--- src/rtl/seg_xlate_pkg.sv ---
package seg_xlate_pkg;
   localparam int unsigned DEF_EA_W      = 32;
   localparam int unsigned DEF_SEL_W     = 4;
   localparam int unsigned DEF_PAGE_BITS = 12;
   localparam int unsigned DEF_VSID_W    = 24;
   localparam int unsigned DEF_PPN_W     = 20;
   localparam int unsigned DEF_ENTRIES   = 16;

   typedef enum logic [1:0] {
      RK_NONE = 2'd0,
      RK_HIT  = 2'd1,
      RK_MISS = 2'd2,
      RK_DS   = 2'd3
   } rsp_kind_e;
endpackage

--- src/rtl/seg_regfile.sv ---
module seg_regfile #(
   parameter int unsigned SEL_W  = 4,
   parameter int unsigned VSID_W = 24
) (
   input  logic              clk,
   input  logic              rst_n,
   input  logic              we,
   input  logic [SEL_W-1:0]  widx,
   input  logic [VSID_W-1:0] wvsid,
   input  logic              wds,
   input  logic [SEL_W-1:0]  ridx,
   output logic [VSID_W-1:0] rvsid,
   output logic              rds
);
   localparam int unsigned NUM = 1 << SEL_W;

   logic [VSID_W-1:0] vsid_q [NUM];
   logic [NUM-1:0]    ds_q;

   if (SEL_W < 1 || SEL_W > 8) begin : g_bad_sel
      $error("seg_regfile: SEL_W out of range");
   end

   always_ff @(posedge clk) begin
      if (!rst_n) begin
         for (int i = 0; i < NUM; i++) vsid_q[i] <= '0;
         ds_q <= '0;
      end else if (we) begin
         vsid_q[widx] <= wvsid;
         ds_q[widx]   <= wds;
      end
   end

   assign rvsid = vsid_q[ridx];
   assign rds   = ds_q[ridx];

   // a write is visible in the addressed descriptor one cycle later
   a_r2_write_lands: assert property (@(posedge clk) disable iff (!rst_n)
      we |=> (vsid_q[$past(widx)] == $past(wvsid)) && (ds_q[$past(widx)] == $past(wds)));
endmodule

--- src/rtl/xlate_tlb.sv ---
module xlate_tlb #(
   parameter int unsigned ENTRIES = 16,
   parameter int unsigned TAG_W   = 40,
   parameter int unsigned DATA_W  = 20
) (
   input  logic              clk,
   input  logic              rst_n,
   input  logic              flush,
   input  logic [TAG_W-1:0]  lk_tag,
   output logic              lk_hit,
   output logic [DATA_W-1:0] lk_data,
   input  logic              fill_en,
   input  logic [TAG_W-1:0]  fill_tag,
   input  logic [DATA_W-1:0] fill_data
);
   localparam int unsigned IDX_W = $clog2(ENTRIES);

   if (ENTRIES < 2 || (ENTRIES & (ENTRIES - 1)) != 0) begin : g_bad_depth
      $error("xlate_tlb: ENTRIES must be a power of two, at least 2");
   end

   logic [ENTRIES-1:0] vld_q;
   logic [ENTRIES-1:0] match;
   logic [TAG_W-1:0]   tag_q [ENTRIES];
   logic [DATA_W-1:0]  dat_q [ENTRIES];
   logic [IDX_W-1:0]   ptr_q;
   logic               fill_go;

   assign fill_go = fill_en && !flush;

   for (genvar g = 0; g < ENTRIES; g++) begin : g_cmp
      assign match[g] = vld_q[g] && (tag_q[g] == lk_tag);
   end

   always_comb begin
      lk_data = '0;
      for (int i = 0; i < ENTRIES; i++)
         if (match[i]) lk_data = lk_data | dat_q[i];
   end
   assign lk_hit = |match;

   always_ff @(posedge clk) begin
      if (!rst_n) begin
         vld_q <= '0;
         ptr_q <= '0;
      end else if (flush) begin
         vld_q <= '0;
      end else if (fill_go) begin
         vld_q[ptr_q] <= 1'b1;
         ptr_q        <= ptr_q + IDX_W'(1);
      end
   end

   always_ff @(posedge clk) begin
      if (fill_go) begin
         tag_q[ptr_q] <= fill_tag;
         dat_q[ptr_q] <= fill_data;
      end
   end

   // never more than one matching entry
   a_r6_single_match: assert property (@(posedge clk) disable iff (!rst_n)
      $onehot0(match));
   // a flush leaves every entry invalid
   a_r9_flush_clears: assert property (@(posedge clk) disable iff (!rst_n)
      flush |=> (vld_q == '0));
   // each accepted refill moves the victim pointer by one slot
   a_r8_ptr_step: assert property (@(posedge clk) disable iff (!rst_n)
      fill_go |=> (ptr_q == IDX_W'($past(ptr_q) + IDX_W'(1))));
   // a refill colliding with a flush is dropped
   a_r10_flush_wins: assert property (@(posedge clk) disable iff (!rst_n)
      (fill_en && flush) |=> $stable(ptr_q) && (vld_q == '0));
endmodule

--- src/rtl/seg_xlate.sv ---
module seg_xlate
   import seg_xlate_pkg::*;
#(
   parameter int unsigned EA_W      = DEF_EA_W,
   parameter int unsigned SEL_W     = DEF_SEL_W,
   parameter int unsigned PAGE_BITS = DEF_PAGE_BITS,
   parameter int unsigned VSID_W    = DEF_VSID_W,
   parameter int unsigned PPN_W     = DEF_PPN_W,
   parameter int unsigned ENTRIES   = DEF_ENTRIES
) (
   input  logic                                    clk,
   input  logic                                    rst_n,
   input  logic                                    sr_we,
   input  logic [SEL_W-1:0]                        sr_idx,
   input  logic [VSID_W-1:0]                       sr_vsid,
   input  logic                                    sr_ds,
   input  logic                                    tlb_flush,
   input  logic                                    req_valid,
   input  logic [EA_W-1:0]                         req_ea,
   output logic                                    rsp_valid,
   output logic                                    rsp_hit,
   output logic                                    rsp_ds,
   output logic [EA_W-1:0]                         rsp_pa,
   output logic                                    walk_req,
   output logic [VSID_W+EA_W-SEL_W-PAGE_BITS-1:0]  walk_va,
   input  logic                                    walk_ack,
   input  logic [PPN_W-1:0]                        walk_ppn
);
   localparam int unsigned PIDX_W = EA_W - SEL_W - PAGE_BITS;
   localparam int unsigned VA_W   = VSID_W + PIDX_W;

   if (PPN_W + PAGE_BITS != EA_W) begin : g_bad_pa
      $error("seg_xlate: frame plus offset must equal address width");
   end
   if (EA_W <= SEL_W + PAGE_BITS) begin : g_bad_split
      $error("seg_xlate: no page index bits left");
   end

   logic [VSID_W-1:0] seg_vsid;
   logic              seg_ds;
   logic [VA_W-1:0]   va_d;
   logic              tlb_hit;
   logic [PPN_W-1:0]  tlb_ppn;
   logic              accept;
   rsp_kind_e         kind_d, kind_q;
   logic [EA_W-1:0]   pa_d, pa_q;
   logic              walk_req_q;
   logic [VA_W-1:0]   walk_va_q;

   seg_regfile #(.SEL_W(SEL_W), .VSID_W(VSID_W)) u_segs (
      .clk   (clk),
      .rst_n (rst_n),
      .we    (sr_we),
      .widx  (sr_idx),
      .wvsid (sr_vsid),
      .wds   (sr_ds),
      .ridx  (req_ea[EA_W-1 -: SEL_W]),
      .rvsid (seg_vsid),
      .rds   (seg_ds)
   );

   assign va_d = {seg_vsid, req_ea[EA_W-SEL_W-1:PAGE_BITS]};

   xlate_tlb #(.ENTRIES(ENTRIES), .TAG_W(VA_W), .DATA_W(PPN_W)) u_tlb (
      .clk       (clk),
      .rst_n     (rst_n),
      .flush     (tlb_flush),
      .lk_tag    (va_d),
      .lk_hit    (tlb_hit),
      .lk_data   (tlb_ppn),
      .fill_en   (walk_req_q && walk_ack),
      .fill_tag  (walk_va_q),
      .fill_data (walk_ppn)
   );

   assign accept = req_valid && !walk_req_q;

   always_comb begin
      if (!accept)      kind_d = RK_NONE;
      else if (seg_ds)  kind_d = RK_DS;
      else if (tlb_hit) kind_d = RK_HIT;
      else              kind_d = RK_MISS;
      case (kind_d)
         RK_HIT:  pa_d = {tlb_ppn, req_ea[PAGE_BITS-1:0]};
         RK_DS:   pa_d = req_ea;
         default: pa_d = '0;
      endcase
   end

   always_ff @(posedge clk) begin
      if (!rst_n) begin
         kind_q     <= RK_NONE;
         pa_q       <= '0;
         walk_req_q <= 1'b0;
         walk_va_q  <= '0;
      end else begin
         kind_q <= kind_d;
         pa_q   <= pa_d;
         if (walk_req_q && walk_ack) begin
            walk_req_q <= 1'b0;
         end else if (kind_d == RK_MISS) begin
            walk_req_q <= 1'b1;
            walk_va_q  <= va_d;
         end
      end
   end

   assign rsp_valid = (kind_q != RK_NONE);
   assign rsp_hit   = (kind_q == RK_HIT);
   assign rsp_ds    = (kind_q == RK_DS);
   assign rsp_pa    = pa_q;
   assign walk_req  = walk_req_q;
   assign walk_va   = walk_va_q;

   // walk request and address stay put until acknowledged
   a_r4_walk_hold: assert property (@(posedge clk) disable iff (!rst_n)
      (walk_req && !walk_ack) |=> walk_req && $stable(walk_va));
   // acknowledge ends the walk request
   a_r4_walk_drop: assert property (@(posedge clk) disable iff (!rst_n)
      (walk_req && walk_ack) |=> !walk_req);
   // nothing is answered for a request seen during a walk
   a_r7_ignore_busy: assert property (@(posedge clk) disable iff (!rst_n)
      walk_req |=> !rsp_valid);
   // direct-store answers never start a walk
   a_r3_ds_no_walk: assert property (@(posedge clk) disable iff (!rst_n)
      rsp_ds |-> !walk_req);
   // response flags are exclusive and only with rsp_valid
   a_r11_one_kind: assert property (@(posedge clk) disable iff (!rst_n)
      (rsp_hit || rsp_ds) |-> rsp_valid && !(rsp_hit && rsp_ds));
endmodule

--- config.mk ---
export PLATFORM = sky130hd
export DESIGN_NAME = seg_xlate
export DESIGN_NICKNAME = d
export VERILOG_FILES = /design/src/rtl/seg_xlate_pkg.sv /design/src/rtl/seg_regfile.sv /design/src/rtl/xlate_tlb.sv /design/src/rtl/seg_xlate.sv
export SDC_FILE = /design/constraint.sdc
export NUM_CORES = 2
export LEC_CHECK = 0
export CAP_MARGIN = 20
export CORE_ASPECT_RATIO = 1.25
export CORE_MARGIN = 8
export CORE_UTILIZATION = 47
export CTS_BUF_LIST = sky130_fd_sc_hd__clkbuf_8
export DETAILED_ROUTE_END_ITERATION = 12
export SLEW_MARGIN = 20
export SYNTH_ARGS = -nofsm -noshare
export SYNTH_HDL_FRONTEND = slang
export SYNTH_HIERARCHICAL = 1
export SYNTH_SLANG_ARGS = --single-unit
--- constraint.sdc ---
create_clock -name clk -period 8 [get_ports clk]
set_input_delay 1.6 -clock clk [delete_from_list [all_inputs] [get_ports clk]]
set_output_delay 1.6 -clock clk [all_outputs]
set_load 0.005 [all_outputs]
# Word level (Yosys, flattened, before mapping)
# Memory sizes are Yosys's and may differ from the RTL's.
# Cells that the tools add are included.
dict set report op_classes {
  add_sub_neg 1
  mul 0
  div_mod_pow 0
  magnitude_cmp 5
  n_eq_ne 21
  shifts 0
  mux 36
  bitwise_logic 19
  reduce_logical 30
}
# cell count
set op_table {}
lappend op_table {{40-bit equality test} 16}
lappend op_table {{20-bit 2-to-1 mux} 16}
lappend op_table {{20-bit bitwise OR} 15}
lappend op_table {{32-bit case mux with 2 select lines} 1}
lappend op_table {{24-bit 2-to-1 mux} 1}
lappend op_table {{24-bit OR reduction} 1}
lappend op_table {{1-bit logical AND} 21}
lappend op_table {{16-bit bitwise mux} 1}
lappend op_table {{16-bit bitwise OR} 1}
lappend op_table {{16-bit OR reduction} 1}
lappend op_table {{4-bit by 5-bit less-than comparator with 1-bit output (second input constant)} 3}
lappend op_table {{1-bit 2-to-1 mux} 10}
lappend op_table {{1-bit demux with 4-bit select} 2}
lappend op_table {{4-bit by 1-bit greater-or-equal comparator with 1-bit output (second input constant)} 2}
lappend op_table {{2-bit equality test (second input constant)} 3}
lappend op_table {{2-bit 2-to-1 mux} 3}
lappend op_table {{4-bit by 1-bit adder with 4-bit output (second input constant)} 1}
lappend op_table {{1-bit binary-select mux with 4-bit select} 1}
lappend op_table {{2-bit by 1-bit equality test with 1-bit output (second input constant)} 2}
lappend op_table {{4-bit 2-to-1 mux} 1}
lappend op_table {{2-bit AND reduction} 2}
lappend op_table {{2-bit OR reduction} 2}
lappend op_table {{1-bit NOT} 3}
lappend op_table {{1-bit logical NOT} 2}
lappend op_table {{2-bit nonzero test} 1}
dict set report totals {
  regBits 111
  latch_bits 0
  mem_bits_rw 1344
  mem_bits_ro 0
  in_bits 87
  out_inout_bits 76
  wordCells 122
  mem_count 3
}
# name words width rd rd_ports_with_merged_regs wr line_no
set mem_list {}
lappend mem_list {u_tlb.tag_q 16 40 16 0 1 xlate_tlb.sv:24} ;# logic [TAG_W-1:0] tag_q [ENTRIES];
lappend mem_list {u_segs.vsid_q 16 24 1 0 16 seg_regfile.sv:17} ;# logic [VSID_W-1:0] vsid_q [NUM];
lappend mem_list {u_tlb.dat_q 16 20 16 0 1 xlate_tlb.sv:25} ;# logic [DATA_W-1:0] dat_q [ENTRIES];

# Longest topological paths before layout
# An unclocked memory read counts as a cell.
dict set report logic_depth {
  depth_word 35
  depth_mapped 20
  depth_no_buf 14
}

# By module
# Netlist, hierarchy kept.
# module instances cells_per_inst area_each_um2 seq_area_each_um2
set modules_own_cells {}
lappend modules_own_cells {xlate_tlb 1 2297 39116.3 29228.0}
lappend modules_own_cells {seg_regfile 1 1164 18104.9 11851.4}
lappend modules_own_cells {seg_xlate 1 283 2633.8 1501.4}

# Worst setup path after synthesis
# OpenSTA, ideal clock, no wires.
dict set report synth_path {
  path_kind {input port to flip-flop}
  start {input port walk_ack}
  end {memory u_tlb.dat_q[3][0], enable pin}
  setup_ns 0.554
  arrival_time_ns 6.375
  required_ns 7.446
  setup_slack_ns 1.071
  cell_stages 5
  path_buffers 1
  cell_sequence {and2_1 -> nor2b_1 -> clkbuf_1 -> nand2_1 -> nor3_1}
}
dict set report synth_via {
  elab_chain_cells 4
}
# item line_no
set synth_lines {}
lappend synth_lines {{start: declaration} seg_xlate.sv:26} ;# input logic walk_ack,
lappend synth_lines {{1-bit logical AND} seg_xlate.sv:71} ;# .fill_en (walk_req_q && walk_ack),
lappend synth_lines {{1-bit logical AND} xlate_tlb.sv:29} ;# assign fill_go = fill_en && !flush;
lappend synth_lines {{1-bit 2-to-1 mux} xlate_tlb.sv:55} ;# if (fill_go) begin
lappend synth_lines {{1-bit 2-to-1 mux (implied by the code)} xlate_tlb.sv:57} ;# dat_q[ptr_q] <= fill_data;
lappend synth_lines {{end: declaration} xlate_tlb.sv:25}
# Every way passes these cells.

# Worst setup path after layout
dict set report layout_path {
  start {input port req_ea[30]}
  end {register pa_q[12], in the netlist rsp_pa[12]}
}
dict set report layout_via {
  word_cells_on_any_way 73
  cone_classes {eq/ne (18); mux (22); bitwise (15); reduce/logical (17); memory (1)}
}
# item line_no
set layout_rtl {}
lappend layout_rtl {{start: declaration} seg_xlate.sv:19} ;# input logic [EA_W-1:0] req_ea,
lappend layout_rtl {{memory read 16 x 24 bit *} n/a}
lappend layout_rtl {{net seg_vsid[9]} seg_xlate.sv:39} ;# logic [VSID_W-1:0] seg_vsid;
lappend layout_rtl {{40-bit equality test} xlate_tlb.sv:32} ;# assign match[g] = vld_q[g] && (tag_q[g] == lk_tag);
lappend layout_rtl {{1-bit logical AND} xlate_tlb.sv:32}
lappend layout_rtl {{16-bit OR reduction *} xlate_tlb.sv:40} ;# assign lk_hit = |match;
lappend layout_rtl {{net tlb_hit} seg_xlate.sv:42} ;# logic tlb_hit;
lappend layout_rtl {{2-bit 2-to-1 mux *} seg_xlate.sv:81} ;# else if (tlb_hit) kind_d = RK_HIT;
lappend layout_rtl {{2-bit 2-to-1 mux *} seg_xlate.sv:80} ;# else if (seg_ds) kind_d = RK_DS;
lappend layout_rtl {{2-bit 2-to-1 mux *} seg_xlate.sv:79} ;# if (!accept) kind_d = RK_NONE;
lappend layout_rtl {{2-bit equality test or 2-bit by 1-bit equality test with 1-bit output (tied branches)} seg_xlate.sv:83} ;# case (kind_d)
lappend layout_rtl {{32-bit case mux with 2 select lines *} seg_xlate.sv:83}
lappend layout_rtl {{end signal: assignment} seg_xlate.sv:98} ;# pa_q <= pa_d;
lappend layout_rtl {{end: declaration} seg_xlate.sv:46} ;# logic [EA_W-1:0] pa_d, pa_q;
# The timed path passes the listed nets; every way through them passes the cells marked *. The select of a mux whose other input is x is not followed.
# A chain may end at the register's enable or synchronous reset.

==> implementation parameters <==
Parameter                              Value

Status
  Outcome    finished, final reports clean

STA
  Slew of the pin with the lowest slew margin    1.28 ns
  Final critical-path setup slack    1.22 ns
  Final Hold Violating Endpoints    0
  Final setup viols    0
  Highest clock rate    148 MHz
  Setup Skew    0.0498 ns
  Post-route minimum period    6.78 ns
  Share of the cycle needed by the critical path after routing    0.847
  Worst Hold Margin    0.468 ns
  Worst slew margin relative to its limit    0.149
  Setup repair after global routing missed its margin    no
  Setup Total Neg Slack    0 ns
  Slew Viols, Final    0

Logic synthesis
  Dominant synthesized flop cell    sky130_fd_sc_hd__edfxtp_1
  Yosys warnings    6
  Synthesized area per cell    16.0 um^2
  Ranking of synthesized cells by area    sky130_fd_sc_hd__edfxtp_1 (67%), sky130_fd_sc_hd__xor2_1 (5.8%), sky130_fd_sc_hd__and2_1 (4.2%)
  Portion of the post-synthesis area used by sequential elements    0.711
  Share of async-settable or async-resettable flops after synthesis    0
  Top post-synthesis cells by count    sky130_fd_sc_hd__edfxtp_1 (1344), sky130_fd_sc_hd__and2_1 (402), sky130_fd_sc_hd__xor2_1 (399)
  Most numerous cell in the Yosys netlist    sky130_fd_sc_hd__edfxtp_1
  Post-synth top area cell    sky130_fd_sc_hd__edfxtp_1
  Number of enable flip-flop cells after synthesis    1344
  Synthesized netlist cell count    3744
  Synthesized cell area    0.0599 mm^2
  Total nets after synthesis    3835
  Synth top area share    0.674
  Post-synthesis cell type count    65
  Flops & latches, synth    1455

Clock tree
  Clock sink count    1455
  Htree depth    4
  Clock-pin transition on the worst setup and hold timing paths    0.06 ns
  Post-CTS Setup Bufs    0
  Buffer type at the clock tree root    sky130_fd_sc_hd__clkbuf_8
  Hold-fix buffer count after cts    0
  Post_cts resized    0
  Worst skew pair latency    0.94 ns
  TritonCTS clock tree    yes
  Inserted Clock Buffers    217
  Number of buffers between clock root and the deepest sink    3

Floorplanning
  Height of the die    415 um
  Horizontal die dimension    335 um
  Die area    0.139 mm^2
  Ports placed on the boundary    163
  Starting Density    0.473
  Floorplan core area    0.127 mm^2
  Number of rows in the core area    146

Drt
  Length of routed wiring on met1    73600 um
  Detail-routed net length per standard cell    31.7 um
  Detailed router's first-iteration violation count    4094
  Highest routed layer    met5
  Count of unresolved DRC violations after routing    0
  Amount of wire on met2 after detailed routing    92900 um
  Vias after detailed routing    34697
  Final antenna-violating net count    0
  Total Routed Length    190000 um
  Drt via density    5.80
  Wire length on met3    15900 um
  First-pass iteration count of the detailed router    6

Worst hold path
  Min-Delay Path Depth    1
  Endpoint of the worst hold path    u_tlb/vld_q[12]
  Worst hold path startpoint    u_tlb/vld_q[12]
  Hold/Removal Path Class    reg2reg

Pwr
  Post-layout power    15.7 mW
  Power density over the cells    229 mW/mm^2
  Lkg Pwr    23.4 nW
  Worst-case vdd ir drop    0.193 mV

Setup path
  Depth of the most critical reg-to-reg path    15
  Max Fanout on Critical Path    20
  CP startpoint kind    input pin
  Arr. time, crit path    7.62 ns
  Worst Setup Path Type    in2reg
  Reg-to-reg startpoint    u_segs/vsid_q[0][9]
  Capture instance of the worst register-to-register path    rsp_pa[12]
  Setup slack, reg-to-reg    2.52 ns
  CP Data Required Time    8.84 ns
  Critical path endpoint category    register

Final layout
  Share of the core filled with cells    0.540
  Final Non-Filler Cells    5983
  Relative area change from synthesis to final layout    14.1%
  Fin nets    4165
  Proportion of layout cells with a drive suffix above 1    0.155
  Post-route standard cell area excluding fillers    0.0683 mm^2

GRT
  Overflow after GRT    0
  Number of global-route vias before repair    34483
  Number of antenna violations at the first check in global routing    24
  Combined global-route utilization of all metal layers    0.268
  Largest net degree at the start of global routing    68
  Wire length of the first global-routing pass    265000 um

Place
  Count of buffers inserted at the top-level ports    162
  Placed instance count    5557
  Last weighted congestion value of the routability-driven placer    0.892
  Post-placement setup slack    0.570 ns
  HPWL after detailed placement    118000 um
  Placed inst area    0.0641 mm^2

Run
  Max-Cap Viols    0
[final cells by class]
type / instances / area (um^2)
clock buffers: 243 / 3340
flip-flops and latches: 1455 / 42600
diodes: 14 / 35.0
repair buffers: 350 / 3090
inverters: 75 / 282
clock inverters: 169 / 815
well taps: 1702 / 2130
fillers: 10185 / 58300
multi-input cells: 1975 / 16000
[sequential cells by signal, summed over array words and instances, names as in the netlist]
signal / cells
u_tlb/tag_q: 640
u_segs/vsid_q: 384
u_tlb/dat_q: 320
walk_va: 40
rsp_pa: 32
u_segs/ds_q: 16
u_tlb/vld_q: 16
u_tlb/ptr_q: 4
kind_q: 2
walk_req: 1
[where the power goes]
group,internal (mW),switching (mW)
clock,2.88,2.89
sequential,8.46,0.0752
combinational,0.444,0.894
[metal layers]
layer	vias up	GRT usage
met1	18044	0.344
met4	8	0.0972
li1	14728	-
met3	323	0.0607
met2	1594	0.444
met5	-	0
[worst max path at each step]
stage / from / end / slack (ns)
3_5_place_dp: req_ea[28] / rsp_pa[19] / 0.57
2_1_floorplan: walk_ack / u_tlb/dat_q[3][0] / 1.07
4_1_cts: req_ea[28] / rsp_pa[19] / 1.58
5_1_grt: req_ea[28] / rsp_pa[19] / 1.28
6_report: req_ea[30] / rsp_pa[12] / 1.22
3_3_place_gp: req_ea[30] / rsp_pa[15] / 0.64
[layout by cell type, fill, tap and decap left out, drive strengths merged, types with 6 or more instances in the layout]
cell           synthesis  routed
nand2b                20      20
a21oi                  7       7
nor3                  15      15
nor2                  55      55
clkinv                 0      63
a22o                  60      60
o22ai                 23      23
nand2                122     122
xnor2                197     197
a22oi                 73      73
inv                   75     173
a21boi                57      57
and2                 402     402
buf                  137     204
clkdlybuf4s50          0     146
nor4                 113     113
a2111oi                6       6
o221ai                 7       7
diode                  0      14
mux4                 100     100
nand3                 34      34
clkbuf               102     243
a221oi                80      80
xor2                 399     399
dfxtp                111     111
nor2b                 24      24
o21a                  16      16
nand4                 83      83
o21ai                 32      32
edfxtp              1344    1344
[cell families (layout without fill, tap and decap cells)]
logic type / after synthesis / in the layout / share of synthesized area
other: 0 / 14 / 0
buffers and inverters: 314 / 837 / 0.0258
XOR/XNOR: 596 / 596 / 0.0872
multiplexers: 100 / 100 / 0.0376
adder cells (fa/ha/maj): 4 / 4 / 0.000836
AO/OA/AOI/OAI: 378 / 378 / 0.0495
AND/OR/NAND/NOR: 897 / 897 / 0.0877
flip-flops: 1455 / 1455 / 0.711
[worst max-delay path: stages]
cell and delay, ns:
sky130_fd_sc_hd__clkdlybuf4s50_1 0.67, sky130_fd_sc_hd__nor2b_2 0.47, sky130_fd_sc_hd__buf_4 0.36, sky130_fd_sc_hd__a22oi_1 0.15, sky130_fd_sc_hd__nand2_1 0.19, sky130_fd_sc_hd__buf_4 0.45
sky130_fd_sc_hd__xor2_1 0.14, sky130_fd_sc_hd__nor4_1 0.80, sky130_fd_sc_hd__nand4_1 0.42, sky130_fd_sc_hd__or4_4 0.53, sky130_fd_sc_hd__nor4_4 0.33, sky130_fd_sc_hd__nor4_1 0.11
sky130_fd_sc_hd__nand4_1 0.34, sky130_fd_sc_hd__nor4bb_4 0.36, sky130_fd_sc_hd__buf_4 0.34, sky130_fd_sc_hd__a22oi_1 0.15, sky130_fd_sc_hd__nor2_1 0.16
Note: power is estimated with default switching activity, not from simulation.
